==> src/rtl/alu_pkt_pkg.sv <==
package alu_pkt_pkg;

  localparam logic [1:0] SYM_D0   = 2'b00;
  localparam logic [1:0] SYM_D1   = 2'b01;
  localparam logic [1:0] SYM_SEP  = 2'b10;
  localparam logic [1:0] SYM_MARK = 2'b11;

  typedef struct packed {
    logic [1:0] code;
    logic       aux;
  } sym_t;

  typedef enum logic [4:0] {
    K_NONE, K_ADD, K_SUB, K_INC, K_DEC, K_AND, K_OR, K_XOR, K_NOT,
    K_SHL, K_SHR, K_SWAP, K_CPACC, K_DELOP, K_FLUSH,
    K_SETEQ, K_SETGT, K_SETLT, K_SETZ, K_CMPEQ, K_CMPGT, K_CMPLT
  } kind_e;

  localparam int OPC_ADD   = 1;
  localparam int OPC_SUB   = 2;
  localparam int OPC_INC   = 3;
  localparam int OPC_DEC   = 4;
  localparam int OPC_AND   = 5;
  localparam int OPC_OR    = 6;
  localparam int OPC_XOR   = 7;
  localparam int OPC_NOT   = 8;
  localparam int OPC_SHL   = 9;
  localparam int OPC_SHR   = 10;
  localparam int OPC_SWAP  = 11;
  localparam int OPC_CPACC = 12;
  localparam int OPC_DELOP = 13;
  localparam int OPC_FLUSH = 14;
  localparam int OPC_SETEQ = 16;
  localparam int OPC_SETGT = 17;
  localparam int OPC_SETLT = 18;
  localparam int OPC_SETZ  = 19;
  localparam int OPC_CMPEQ = 20;
  localparam int OPC_CMPGT = 21;
  localparam int OPC_CMPLT = 22;

  localparam sym_t SEP_SYM = '{code: SYM_SEP, aux: 1'b0};

  function automatic sym_t dsym(input logic b);
    sym_t r;
    r.code = {1'b0, b};
    r.aux  = 1'b0;
    return r;
  endfunction

endpackage

==> src/rtl/alu_pkt_decode.sv <==
module alu_pkt_decode
  import alu_pkt_pkg::*;
#(
  parameter int OPW = 5
) (
  input  logic [OPW-1:0] opc,
  output kind_e          kind,
  output logic           impl
);

  always_comb begin
    case (32'(opc))
      OPC_ADD:   kind = K_ADD;
      OPC_SUB:   kind = K_SUB;
      OPC_INC:   kind = K_INC;
      OPC_DEC:   kind = K_DEC;
      OPC_AND:   kind = K_AND;
      OPC_OR:    kind = K_OR;
      OPC_XOR:   kind = K_XOR;
      OPC_NOT:   kind = K_NOT;
      OPC_SHL:   kind = K_SHL;
      OPC_SHR:   kind = K_SHR;
      OPC_SWAP:  kind = K_SWAP;
      OPC_CPACC: kind = K_CPACC;
      OPC_DELOP: kind = K_DELOP;
      OPC_FLUSH: kind = K_FLUSH;
      OPC_SETEQ: kind = K_SETEQ;
      OPC_SETGT: kind = K_SETGT;
      OPC_SETLT: kind = K_SETLT;
      OPC_SETZ:  kind = K_SETZ;
      OPC_CMPEQ: kind = K_CMPEQ;
      OPC_CMPGT: kind = K_CMPGT;
      OPC_CMPLT: kind = K_CMPLT;
      default:   kind = K_NONE;
    endcase
    impl = (kind != K_NONE);
  end

endmodule

==> src/rtl/alu_pkt_slice.sv <==
module alu_pkt_slice
  import alu_pkt_pkg::*;
#(
  parameter int POSW = 3
) (
  input  kind_e           kind,
  input  logic [POSW-1:0] pos,
  input  sym_t            s,
  input  logic            hold,
  input  logic            carry,
  input  logic            sep_held,
  input  logic [1:0]      mag,
  input  logic            zero,
  output logic            p1,
  output sym_t            s1,
  output logic            p2,
  output sym_t            s2,
  output logic            hold_n,
  output logic            carry_n,
  output logic            sep_held_n,
  output logic [1:0]      mag_n,
  output logic            zero_n
);

  logic b, is_data, is_sep, is_tail, at0, at1, at2;

  always_comb begin
    b       = s.code[0];
    is_data = ~s.code[1];
    is_sep  = (s.code == SYM_SEP);
    is_tail = (s.code == SYM_MARK) && s.aux;
    at0     = (pos == '0);
    at1     = (pos == POSW'(1));
    at2     = (pos == POSW'(2));
    p1 = 1'b1; s1 = s; p2 = 1'b0; s2 = s;
    hold_n = hold; carry_n = carry; sep_held_n = sep_held;
    mag_n = mag; zero_n = zero;
    if (is_data) begin
      case (kind)
        K_ADD, K_SUB, K_AND, K_OR, K_XOR: begin
          if (at0) begin
            p1 = 1'b0; hold_n = b;
          end else if (at1) begin
            case (kind)
              K_ADD: begin
                s1 = dsym(hold ^ b ^ carry);
                carry_n = (hold & b) | (hold & carry) | (b & carry);
              end
              K_SUB: begin
                s1 = dsym(hold ^ b ^ carry);
                carry_n = (~hold & b) | (~hold & carry) | (b & carry);
              end
              K_AND:   s1 = dsym(hold & b);
              K_OR:    s1 = dsym(hold | b);
              default: s1 = dsym(hold ^ b);
            endcase
          end
        end
        K_INC: if (at0) begin s1 = dsym(b ^ carry); carry_n = b & carry; end
        K_DEC: if (at0) begin s1 = dsym(b ^ carry); carry_n = ~b & carry; end
        K_NOT: if (at0) s1 = dsym(~b);
        K_SHL: if (at0) begin s1 = dsym(hold); hold_n = b; end
        K_SHR: if (at0) begin
          if (sep_held) begin
            p2 = 1'b1; s2 = SEP_SYM; sep_held_n = 1'b0;
          end else begin
            p1 = 1'b0;
          end
        end
        K_SWAP: begin
          if (at1) begin
            p1 = 1'b0; hold_n = b;
          end else if (at2) begin
            p2 = 1'b1; s2 = dsym(hold);
          end
        end
        K_CPACC: if (at0) hold_n = b;
        K_DELOP: if (at1) p1 = 1'b0;
        K_FLUSH: if (!at0) p1 = 1'b0;
        K_SETEQ, K_SETGT, K_SETLT: begin
          if (at0) begin
            p1 = 1'b0; hold_n = b;
          end else if (at1 && (hold != b)) begin
            mag_n = hold ? 2'b01 : 2'b10;
          end
        end
        K_SETZ: if (at0) begin p1 = 1'b0; zero_n = zero | b; end
        K_CMPEQ, K_CMPGT, K_CMPLT: begin
          if (at1) begin
            p1 = 1'b0; hold_n = b;
          end else if (at2) begin
            p1 = 1'b0;
            if (hold != b) mag_n = hold ? 2'b01 : 2'b10;
          end
        end
        default: ;
      endcase
    end else if (is_sep) begin
      if (kind == K_SHR) begin
        p1 = 1'b0; sep_held_n = 1'b1;
      end else if (kind == K_CPACC) begin
        s1 = dsym(hold); p2 = 1'b1; s2 = s;
      end
    end else if (is_tail) begin
      if (kind == K_SHR) begin
        s1 = dsym(1'b0); p2 = 1'b1; s2 = s;
      end else if (kind == K_CPACC) begin
        s1 = dsym(hold); p2 = 1'b1; s2 = s;
      end
    end
  end

endmodule

==> src/rtl/alu_pkt_ostage.sv <==
module alu_pkt_ostage
  import alu_pkt_pkg::*;
(
  input  logic clk,
  input  logic rst,
  input  logic p1,
  input  sym_t s1,
  input  logic p2,
  input  sym_t s2,
  output logic take,
  output logic out_valid,
  output sym_t out_sym,
  input  logic out_ready
);

  logic adv, pend_v;
  sym_t pend;

  assign adv  = !out_valid || out_ready;
  assign take = adv && !pend_v;

  always_ff @(posedge clk) begin
    if (rst) begin
      out_valid <= 1'b0;
      out_sym   <= '0;
      pend_v    <= 1'b0;
      pend      <= '0;
    end else if (adv) begin
      if (pend_v) begin
        out_sym   <= pend;
        out_valid <= 1'b1;
        pend_v    <= 1'b0;
      end else begin
        out_valid <= p1;
        if (p1) out_sym <= s1;
        pend_v <= p1 && p2;
        pend   <= s2;
      end
    end
  end

endmodule

==> src/rtl/alu_pkt_node.sv <==
module alu_pkt_node
  import alu_pkt_pkg::*;
#(
  parameter int OPW    = 5,
  parameter int MAXOPS = 6
) (
  input  logic       clk,
  input  logic       rst,
  input  logic       in_valid,
  output logic       in_ready,
  input  logic [1:0] in_code,
  input  logic       in_aux,
  output logic       out_valid,
  input  logic       out_ready,
  output logic [1:0] out_code,
  output logic       out_aux
);

  localparam int POSW = $clog2(MAXOPS + 2);
  localparam int CNTW = $clog2(OPW + 1);
  localparam logic [POSW-1:0] POS_TOP = POSW'(MAXOPS + 1);
  localparam logic [CNTW-1:0] CNT_TOP = CNTW'(OPW - 1);

  typedef enum logic [2:0] {S_IDLE, S_OPC, S_REPLAY, S_LIST, S_OPER, S_FLAG} st_e;

  st_e             state;
  logic            thru;
  kind_e           kind;
  logic [OPW-1:0]  op_buf, op_next;
  logic [CNTW-1:0] op_cnt;
  logic [POSW-1:0] pos;
  logic            hold, carry, sep_held, zero;
  logic [1:0]      mag;

  sym_t  s_in, s1, s2, osym, sl_s1, sl_s2;
  logic  p1, p2, take, fire, cond;
  logic  is_data, is_sep, is_head, is_tail;
  kind_e dec_kind;
  logic  dec_impl;
  logic  sl_p1, sl_p2, hold_n, carry_n, sep_held_n, zero_n;
  logic [1:0] mag_n;

  assign s_in     = '{code: in_code, aux: in_aux};
  assign is_data  = ~in_code[1];
  assign is_sep   = (in_code == SYM_SEP);
  assign is_head  = (in_code == SYM_MARK) && !in_aux;
  assign is_tail  = (in_code == SYM_MARK) && in_aux;
  assign in_ready = take && (state != S_REPLAY);
  assign fire     = in_valid && in_ready;
  assign out_code = osym.code;
  assign out_aux  = osym.aux;

  alu_pkt_decode #(.OPW(OPW)) u_dec (.opc(op_next), .kind(dec_kind), .impl(dec_impl));

  alu_pkt_slice #(.POSW(POSW)) u_slice (
    .kind(kind), .pos(pos), .s(s_in), .hold(hold), .carry(carry),
    .sep_held(sep_held), .mag(mag), .zero(zero),
    .p1(sl_p1), .s1(sl_s1), .p2(sl_p2), .s2(sl_s2),
    .hold_n(hold_n), .carry_n(carry_n), .sep_held_n(sep_held_n),
    .mag_n(mag_n), .zero_n(zero_n)
  );

  alu_pkt_ostage u_out (
    .clk(clk), .rst(rst), .p1(p1), .s1(s1), .p2(p2), .s2(s2),
    .take(take), .out_valid(out_valid), .out_sym(osym), .out_ready(out_ready)
  );

  always_comb begin
    case (kind)
      K_SETEQ, K_CMPEQ: cond = (mag == 2'b00);
      K_SETGT, K_CMPGT: cond = (mag == 2'b01);
      K_SETLT, K_CMPLT: cond = (mag == 2'b10);
      K_SETZ:           cond = ~zero;
      default:          cond = 1'b0;
    endcase
  end

  always_comb begin
    op_next = op_buf;
    op_next[op_cnt] = in_code[0];
    p1 = 1'b0; p2 = 1'b0; s1 = s_in; s2 = s_in;
    case (state)
      S_IDLE:   p1 = fire && is_head;
      S_OPC:    p1 = fire && is_sep;
      S_REPLAY: begin p1 = take; s1 = dsym(op_buf[op_cnt]); end
      S_LIST:   p1 = fire;
      S_OPER: begin
        if (fire) begin
          if (thru) begin
            p1 = 1'b1;
          end else begin
            p1 = sl_p1; s1 = sl_s1; p2 = sl_p2; s2 = sl_s2;
          end
        end
      end
      S_FLAG: begin
        p1 = fire;
        if (!thru && is_data && cond) s1 = dsym(1'b1);
      end
      default: ;
    endcase
  end

  always_ff @(posedge clk) begin
    if (rst) begin
      state <= S_IDLE; thru <= 1'b0; kind <= K_NONE;
      op_buf <= '0; op_cnt <= '0; pos <= '0;
      hold <= 1'b0; carry <= 1'b0; sep_held <= 1'b0; mag <= 2'b00; zero <= 1'b0;
    end else begin
      case (state)
        S_IDLE: if (fire && is_head) begin
          state <= S_OPC; thru <= 1'b0; op_buf <= '0; op_cnt <= '0;
        end
        S_OPC: if (fire) begin
          if (is_data) begin
            op_buf <= op_next;
            if (op_cnt == CNT_TOP) begin
              kind   <= dec_kind;
              op_cnt <= '0;
              if (dec_impl) begin
                state <= S_LIST;
              end else begin
                thru  <= 1'b1;
                state <= S_REPLAY;
              end
            end else begin
              op_cnt <= op_cnt + CNTW'(1);
            end
          end else if (is_sep) begin
            thru <= 1'b1; state <= S_OPER; pos <= '0;
          end
        end
        S_REPLAY: if (take) begin
          if (op_cnt == CNT_TOP) state <= S_LIST;
          else op_cnt <= op_cnt + CNTW'(1);
        end
        S_LIST: if (fire && is_sep) begin
          state <= S_OPER; pos <= '0; hold <= 1'b0; sep_held <= 1'b0;
          mag <= 2'b00; zero <= 1'b0;
          carry <= (kind == K_INC) || (kind == K_DEC);
        end
        S_OPER: if (fire) begin
          if (is_tail) state <= S_FLAG;
          if (is_sep) pos <= '0;
          else if (is_data && pos != POS_TOP) pos <= pos + POSW'(1);
          if (!thru) begin
            hold <= hold_n; carry <= carry_n; sep_held <= sep_held_n;
            mag <= mag_n; zero <= zero_n;
          end
        end
        S_FLAG: if (fire && is_data) state <= S_IDLE;
        default: state <= S_IDLE;
      endcase
    end
  end

endmodule

==> config.mk <==
export PLATFORM = sky130hd
export DESIGN_NAME = alu_pkt_node
export DESIGN_NICKNAME = d
export VERILOG_FILES = /design/src/rtl/alu_pkt_pkg.sv /design/src/rtl/alu_pkt_decode.sv /design/src/rtl/alu_pkt_slice.sv /design/src/rtl/alu_pkt_ostage.sv /design/src/rtl/alu_pkt_node.sv
export SDC_FILE = /design/constraint.sdc
export NUM_CORES = 1
export LEC_CHECK = 0
export BUFFER_PORTS_ARGS = -buffer_cell sky130_fd_sc_hd__clkbuf_2
export CAP_MARGIN = 20
export CORE_ASPECT_RATIO = 1.5
export CORE_MARGIN = 4
export CORE_UTILIZATION = 55
export DETAILED_ROUTE_END_ITERATION = 16
export PLACE_DENSITY = 0.83
export SYNTH_ARGS = -nofsm -noshare
export SYNTH_HDL_FRONTEND = slang
export SYNTH_SLANG_ARGS = --single-unit
==> constraint.sdc <==
create_clock -name clk -period 2.95 [get_ports clk]
set_clock_uncertainty 0.2 [all_clocks]
set_input_delay 0.4425 -clock clk [delete_from_list [all_inputs] [get_ports clk]]
set_output_delay 0.4425 -clock clk [all_outputs]
set_load 0.005 [all_outputs]
Word level (Yosys, flattened, before mapping)
Memory sizes are Yosys's and may differ from the RTL's.
Index checks and enable logic that the tools add are counted.
{"block": "word_totals", "wordCells": 319, "rom_bits": 160, "regBits": 34, "out_inout_bits": 5, "memories": 1}
{"name": "(no name shown)", "words": 32, "word_bits": 5, "read_ports": 1, "rd_clocked_by_memory_dff": 0, "wr": 0, "line_no": "alu_pkt_decode.sv:12", "text": "case (32'(opc))"}
{"block": "classes", "n_bitwise": 20, "mux": 147, "eq_ne": 75, "addsub": 2, "n_lt_le_gt_ge": 2, "reduce_logical": 55}
{"operator": "$mux W3", "n": 44}
{"operator": "$mux W1", "n": 61}
{"operator": "$eq A5 B4 Y1 const B", "n": 8}
{"operator": "$ne A3 B2 Y1 const B", "n": 12}
{"operator": "$eq A5 B5 Y1 const B", "n": 6}
{"operator": "$ne A3 B3 Y1 const B", "n": 10}
{"operator": "$mux W2", "n": 14}
{"operator": "$ne A2 B2 Y1 const B", "n": 14}
{"operator": "$pmux W3 S3", "n": 3}
{"operator": "$reduce_and A11 Y1", "n": 2}
{"operator": "$eq A5 B3 Y1 const B", "n": 4}
{"operator": "$pmux W3 S6", "n": 1}
{"operator": "$pmux W1 S2", "n": 8}
{"operator": "$reduce_and A8 Y1", "n": 2}
{"operator": "$mux W5", "n": 3}
{"operator": "$logic_and A1 B1 Y1", "n": 14}
{"operator": "$reduce_and A7 Y1", "n": 2}
{"operator": "$reduce_or A2 Y1", "n": 7}
{"operator": "$pmux W3 S4", "n": 1}
{"operator": "$reduce_and A6 Y1", "n": 2}
{"operator": "$eq A5 B2 Y1 const B", "n": 2}
{"operator": "$pmux W1 S5", "n": 2}
{"operator": "$pmux W5 S2", "n": 1}
{"operator": "$reduce_and A10 Y1", "n": 1}
{"operator": "other kinds (40)", "n": 77}

Logic depth before layout (Yosys ltp)
{"block": "depth", "word_depth": 12, "depth_mapped": 10, "depth_no_buf": 9}

Hierarchy
From an unflattened synthesis, not the netlist that was laid out.
{"block": "unflattened", "hier_cells": 472, "area_unflattened_um2": 3500.9}
{"mod": "alu_pkt_node", "instances": 1, "cells_each": 236, "area_per_inst_um2": 1856.8}
{"mod": "alu_pkt_slice", "instances": 1, "cells_each": 163, "area_per_inst_um2": 1051.0}
{"mod": "alu_pkt_ostage", "instances": 1, "cells_each": 40, "area_per_inst_um2": 357.8}
{"mod": "alu_pkt_decode", "instances": 1, "cells_each": 33, "area_per_inst_um2": 235.2}

Worst setup path before layout
No wires, ideal clock.
{"block": "synth_timing", "path_type": "input to register", "start": "input port in_code[0]", "end": "register u_out.out_sym[1] (netlist bit)", "cell_stages": 9, "required_ps": 2662, "arrival_time_ps": 2377, "slack_ps": 285, "n_path_buf": 2, "path_cell_list": "buf_6 clkbuf_1 inv_1 ha_1 a22o_1 a2111oi_0 o21ai_1 a311o_1 a311oi_2"}
{"block": "synth_via", "elab_chain_cells": 12}
{"element": "start: declaration", "line_no": "alu_pkt_node.sv:11", "text": "input logic [1:0] in_code,"}
{"element": "$xor A1 B1 Y1", "line_no": "alu_pkt_slice.sv:46, alu_pkt_slice.sv:50, alu_pkt_slice.sv:55"}
{"element": "$xor A1 B1 Y1", "line_no": "alu_pkt_slice.sv:46, alu_pkt_slice.sv:50"}
{"element": "$pmux W2 S3", "line_no": "alu_pkt_slice.sv:44", "text": "case (kind)"}
{"element": "$mux W3", "line_no": "alu_pkt_slice.sv:43", "text": "end else if (at1) begin"}
{"element": "$mux W3", "line_no": "alu_pkt_slice.sv:41", "text": "if (at0) begin"}
{"element": "$pmux W3 S4", "line_no": "alu_pkt_slice.sv:39", "text": "case (kind)"}
{"element": "$mux W3", "line_no": "alu_pkt_slice.sv:38", "text": "if (is_data) begin"}
{"element": "$mux W3", "line_no": "alu_pkt_node.sv:89", "text": "if (thru) begin"}
{"element": "$mux W3", "line_no": "alu_pkt_node.sv:88", "text": "if (fire) begin"}
{"element": "$pmux W3 S3", "line_no": "alu_pkt_node.sv:82", "text": "case (state)"}
{"element": "$mux W3", "line_no": "alu_pkt_ostage.sv:35", "text": "if (p1) out_sym <= s1;"}
{"element": "$mux W3", "line_no": "alu_pkt_ostage.sv:29", "text": "if (pend_v) begin"}
{"element": "end signal: assignment", "line_no": "alu_pkt_ostage.sv:30", "text": "out_sym <= pend;"}
{"element": "end: declaration", "line_no": "alu_pkt_ostage.sv:12", "text": "output sym_t out_sym,"}
Several ways; a longest one is shown, not always the timed one. The select of a mux whose other input is x is not followed.
A chain may end at the register's enable or synchronous reset.

Final worst setup path
{"block": "layout_timing", "start": "register kind[1]", "end": "register u_out.out_sym[2] (netlist bit)"}
{"block": "layout_via", "elab_chain_cells": 11}
{"element": "start: declaration", "line_no": "alu_pkt_node.sv:28", "text": "kind_e kind;"}
{"element": "start signal: assignment", "line_no": "alu_pkt_node.sv:118", "text": "kind <= dec_kind;"}
{"element": "branches (longest 11 deep; another with $reduce_or A9 Y1)"}
Parallel ways; which one is timed is not known. The select of a mux whose other input is x is not followed.

==> summary.md <==
| Metric | Value |
|---|---|
| First-pass GRT wire length | `15600 um` |
| Rel. slew slack | `40.6%` |
| Initial antenna violation count | `0` |
| Gate count after technology mapping | `433` |
| Placed cell count | `499` |
| CTS tree | `yes` |
| Routability Congestion | `1.04` |
| Nets | `458` |
| Post-CTS Setup Inserts | `0` |
| CORE AREA | `0.00587 mm2` |
| Number of I/O pins | `12` |
| Startpoint Class | `flop` |
| Post-Route WL | `9280 um` |
| Post_cts resized | `0` |
| Iteration-0 DRC Markers | `364` |
| YS warnings | `0` |
| Final hold viol count | `0` |
| Die area | `0.00745 mm2` |
| Post-DP HPWL | `6900 um` |
| Syn_area_per_cell | `7.76 um2` |
| Max Cap Viol | `0` |
| CTS Hold Bufs | `0` |
| Worst-Margin Slew | `0.890 ns` |
| Post-synthesis mux area share | `6.07%` |
| Synth area leaders | `dfxtp_1 20%, ha_1 6.3%, nor2_1 5.9%, mux2i_1 5.1%, a21oi_1 3.7%` |
| Die H | `104 um` |
| Row count | `34` |
| Vias in the first global route | `3316` |
| Synth cell types | `77` |
| Via count | `3470` |
| Worst vdd ir | `249 uV` |
| Syn nets | `457` |
| Crit path kind | `flop to flop` |
| Crit path required time | `2.89 ns` |
| Power Total | `1170 uW` |
| Yosys top cell area share | `20.3%` |
| Initial Utilization | `57.2%` |
| Routed Antenna Nets | `0` |
| Routed len/inst | `18.3 um` |
| Largest family of logic cells by synthesized area | `simple AND/OR/NAND/NOR gates` |
| Worst hold path type | `flop to flop` |
| Seq/Total Area, Yosys | `20.3%` |
| Vias/cell | `6.86` |
| Share of async-settable or async-resettable flops after synthesis | `0%` |
| Slew Viols, Final | `0` |
| GRT Resource Usage Total | `25.4%` |
| CTS Sinks | `34` |
| Outcome | `finished clean` |
| H-tree depth | `2` |
| CTS clock-pin slew for the worst setup and hold paths | `0.07 ns` |
| Ant. Diodes | `0` |
| Port Buf Inserts | `11` |
| Arr. time, crit path | `2.64 ns` |
| Yosys top cell by area | `dfxtp_1` |
| Final setup violation count | `0` |
| Post-Synth XOR/XNOR Area | `1.04%` |
| Synthesized area | `0.00336 mm2` |
| Largest net degree at the start of global routing | `31` |
| Drt first pass iters | `5` |
| Adder-cell share of the synthesized area | `6.33%` |
| CP Max Fanout | `27` |
| Congestion Overflow GR | `0` |
| Pwr Density | `333 mW/mm2` |
| CP endpoint kind | `flop` |
| Setup total negative slack | `0 ns` |
| Min Clock Period, post-route | `2.70 ns` |
| Final period utilization | `91.7%` |
| FF+latch count, synth | `34` |
| Area grow syn2layout | `4.80%` |
| Register cell area after layout | `681 um2` |
| DRC | `0` |
| Synth Area in Compound Gates | `27.9%` |
| Root buffer cell | `clkbuf_8` |
| Share of layout cells above drive strength 1 | `13.6%` |
| Post-synth EDFFs | `0` |
| Non-filler cells, final | `506` |
| Synthesized-area fraction occupied by and/or/nand/nor cells | `30.3%` |
| Cts bufs inserted | `5` |
| Max Fclk | `0.370 GHz` |
| Fill count | `530` |
| Area of the multi-input gates | `0.00241 mm2` |
| Clock Tree Buf Depth | `2` |
| Worst skew pair latency | `0.28 ns` |
| Die W | `71.8 um` |
| Pleak | `0.00124 uW` |
| RSZ-0062 raised after global routing | `no` |
| Most used DFF post-synth | `dfxtp_1` |
## area by class of cell
class | instances | share of cell area (%)
inverter | 17 | 1.81
tap | 72 | 2.56
clock inverter | 1 | 0.853
multi-input combinational | 350 | 68.3
timing repair buffer | 26 | 4.76
clock buffer | 6 | 2.35
sequential | 34 | 19.3
## power breakdown
group | switching, uW | leakage [uW] | internal [uW] | total (uW)
Sequential | 23.0 | 0.000275 | 473 | 496
Combinational | 143 | 0.000909 | 93.9 | 237
Clock | 168 | 0.0000573 | 270 | 438
## registers in the layout, indices dropped and copies added (netlist names)
name and cells:
u_out.pend 3, hold 1, u_out.out_valid 1, mag 2, kind 5, carry 1, thru 1, u_out.out_sym 3
op_cnt 3, u_out.pend_v 1, sep_held 1, op_buf 5, zero 1, state 3, pos 3
## cells in the final DEF, fill, tap and decap left out, types with 12 or more instances in the layout
| cell type | count |
|---|---|
| a21oi_1 | 25 |
| nor3_1 | 18 |
| ha_1 | 17 |
| nand2b_1 | 12 |
| o211ai_1 | 13 |
| nor2_1 | 53 |
| dfxtp_1 | 34 |
| buf_4 | 15 |
| inv_1 | 17 |
| nand2_1 | 25 |
| mux2i_1 | 17 |
| o21ai_0 | 20 |
## Yosys cell counts (all sizes together) (8+ instances only)
cell and count:
nand2 25, ha 17, nand2b 13, dfxtp 34, nor2b 8, clkbuf 11, nor2 54, buf 21
mux2i 17, inv 17, a31oi 8, o21ai 22, o211ai 13, nor3 20, a21oi 26
## worst paths after layout
kind	cells past startpoint	slack [ns]	from	endpoint
setup / recovery	6	0.25	kind[1]$_SDFFE_PP0P_	u_out.out_sym[2]$_SDFFE_PP0P_
hold / removal	2	0.26	u_out.pend[0]$_SDFFE_PP0P_	u_out.pend[0]$_SDFFE_PP0P_
setup reg to reg	6	0.25	kind[1]$_SDFFE_PP0P_	u_out.out_sym[2]$_SDFFE_PP0P_
hold reg to reg	2	0.26	u_out.pend[0]$_SDFFE_PP0P_	u_out.pend[0]$_SDFFE_PP0P_
## through the flow
| step | area (um2) | utilization, % | worst slack [ns] | hold WS [ns] |
|---|---|---|---|---|
| 2_1_floorplan | 3360 | - | 0.285 | 0.232 |
| 3_3_place_gp | 3410 | 58.1 | 0.349 | 0.253 |
| 3_5_place_dp | 3410 | 58.1 | 0.289 | 0.251 |
| 4_1_cts | 3520 | 60.0 | 0.320 | 0.263 |
| 5_1_grt | 3520 | 60.0 | 0.0652 | 0.319 |
| 6_report | 3520 | 60.0 | 0.246 | 0.264 |
## logic make-up after synthesis
| group | count (synthesis) |
|---|---|
| simple gates | 179 |
| compound gates | 130 |
| buf+inv | 49 |
| flops | 34 |
| mux | 20 |
| fa+ha+maj | 17 |
| xor+xnor | 4 |
## routing by layer
metal | wire [um] | track usage (%)
met1 | 3450 | 27.9
met2 | 4730 | 44.3
met3 | 564 | 4.26
met4 | 533 | 14.8
met5 | 0 | 0
## worst max-delay path, stage by stage (launching register included)
cell	delay (ns)
dfxtp_1	0.91
xnor2_1	0.24
nor3_1	0.34
nor3b_1	0.44
a21boi_1	0.13
o211ai_1	0.18
a311oi_1	0.10
No activity file was read; power rests on OpenSTA's default activity.
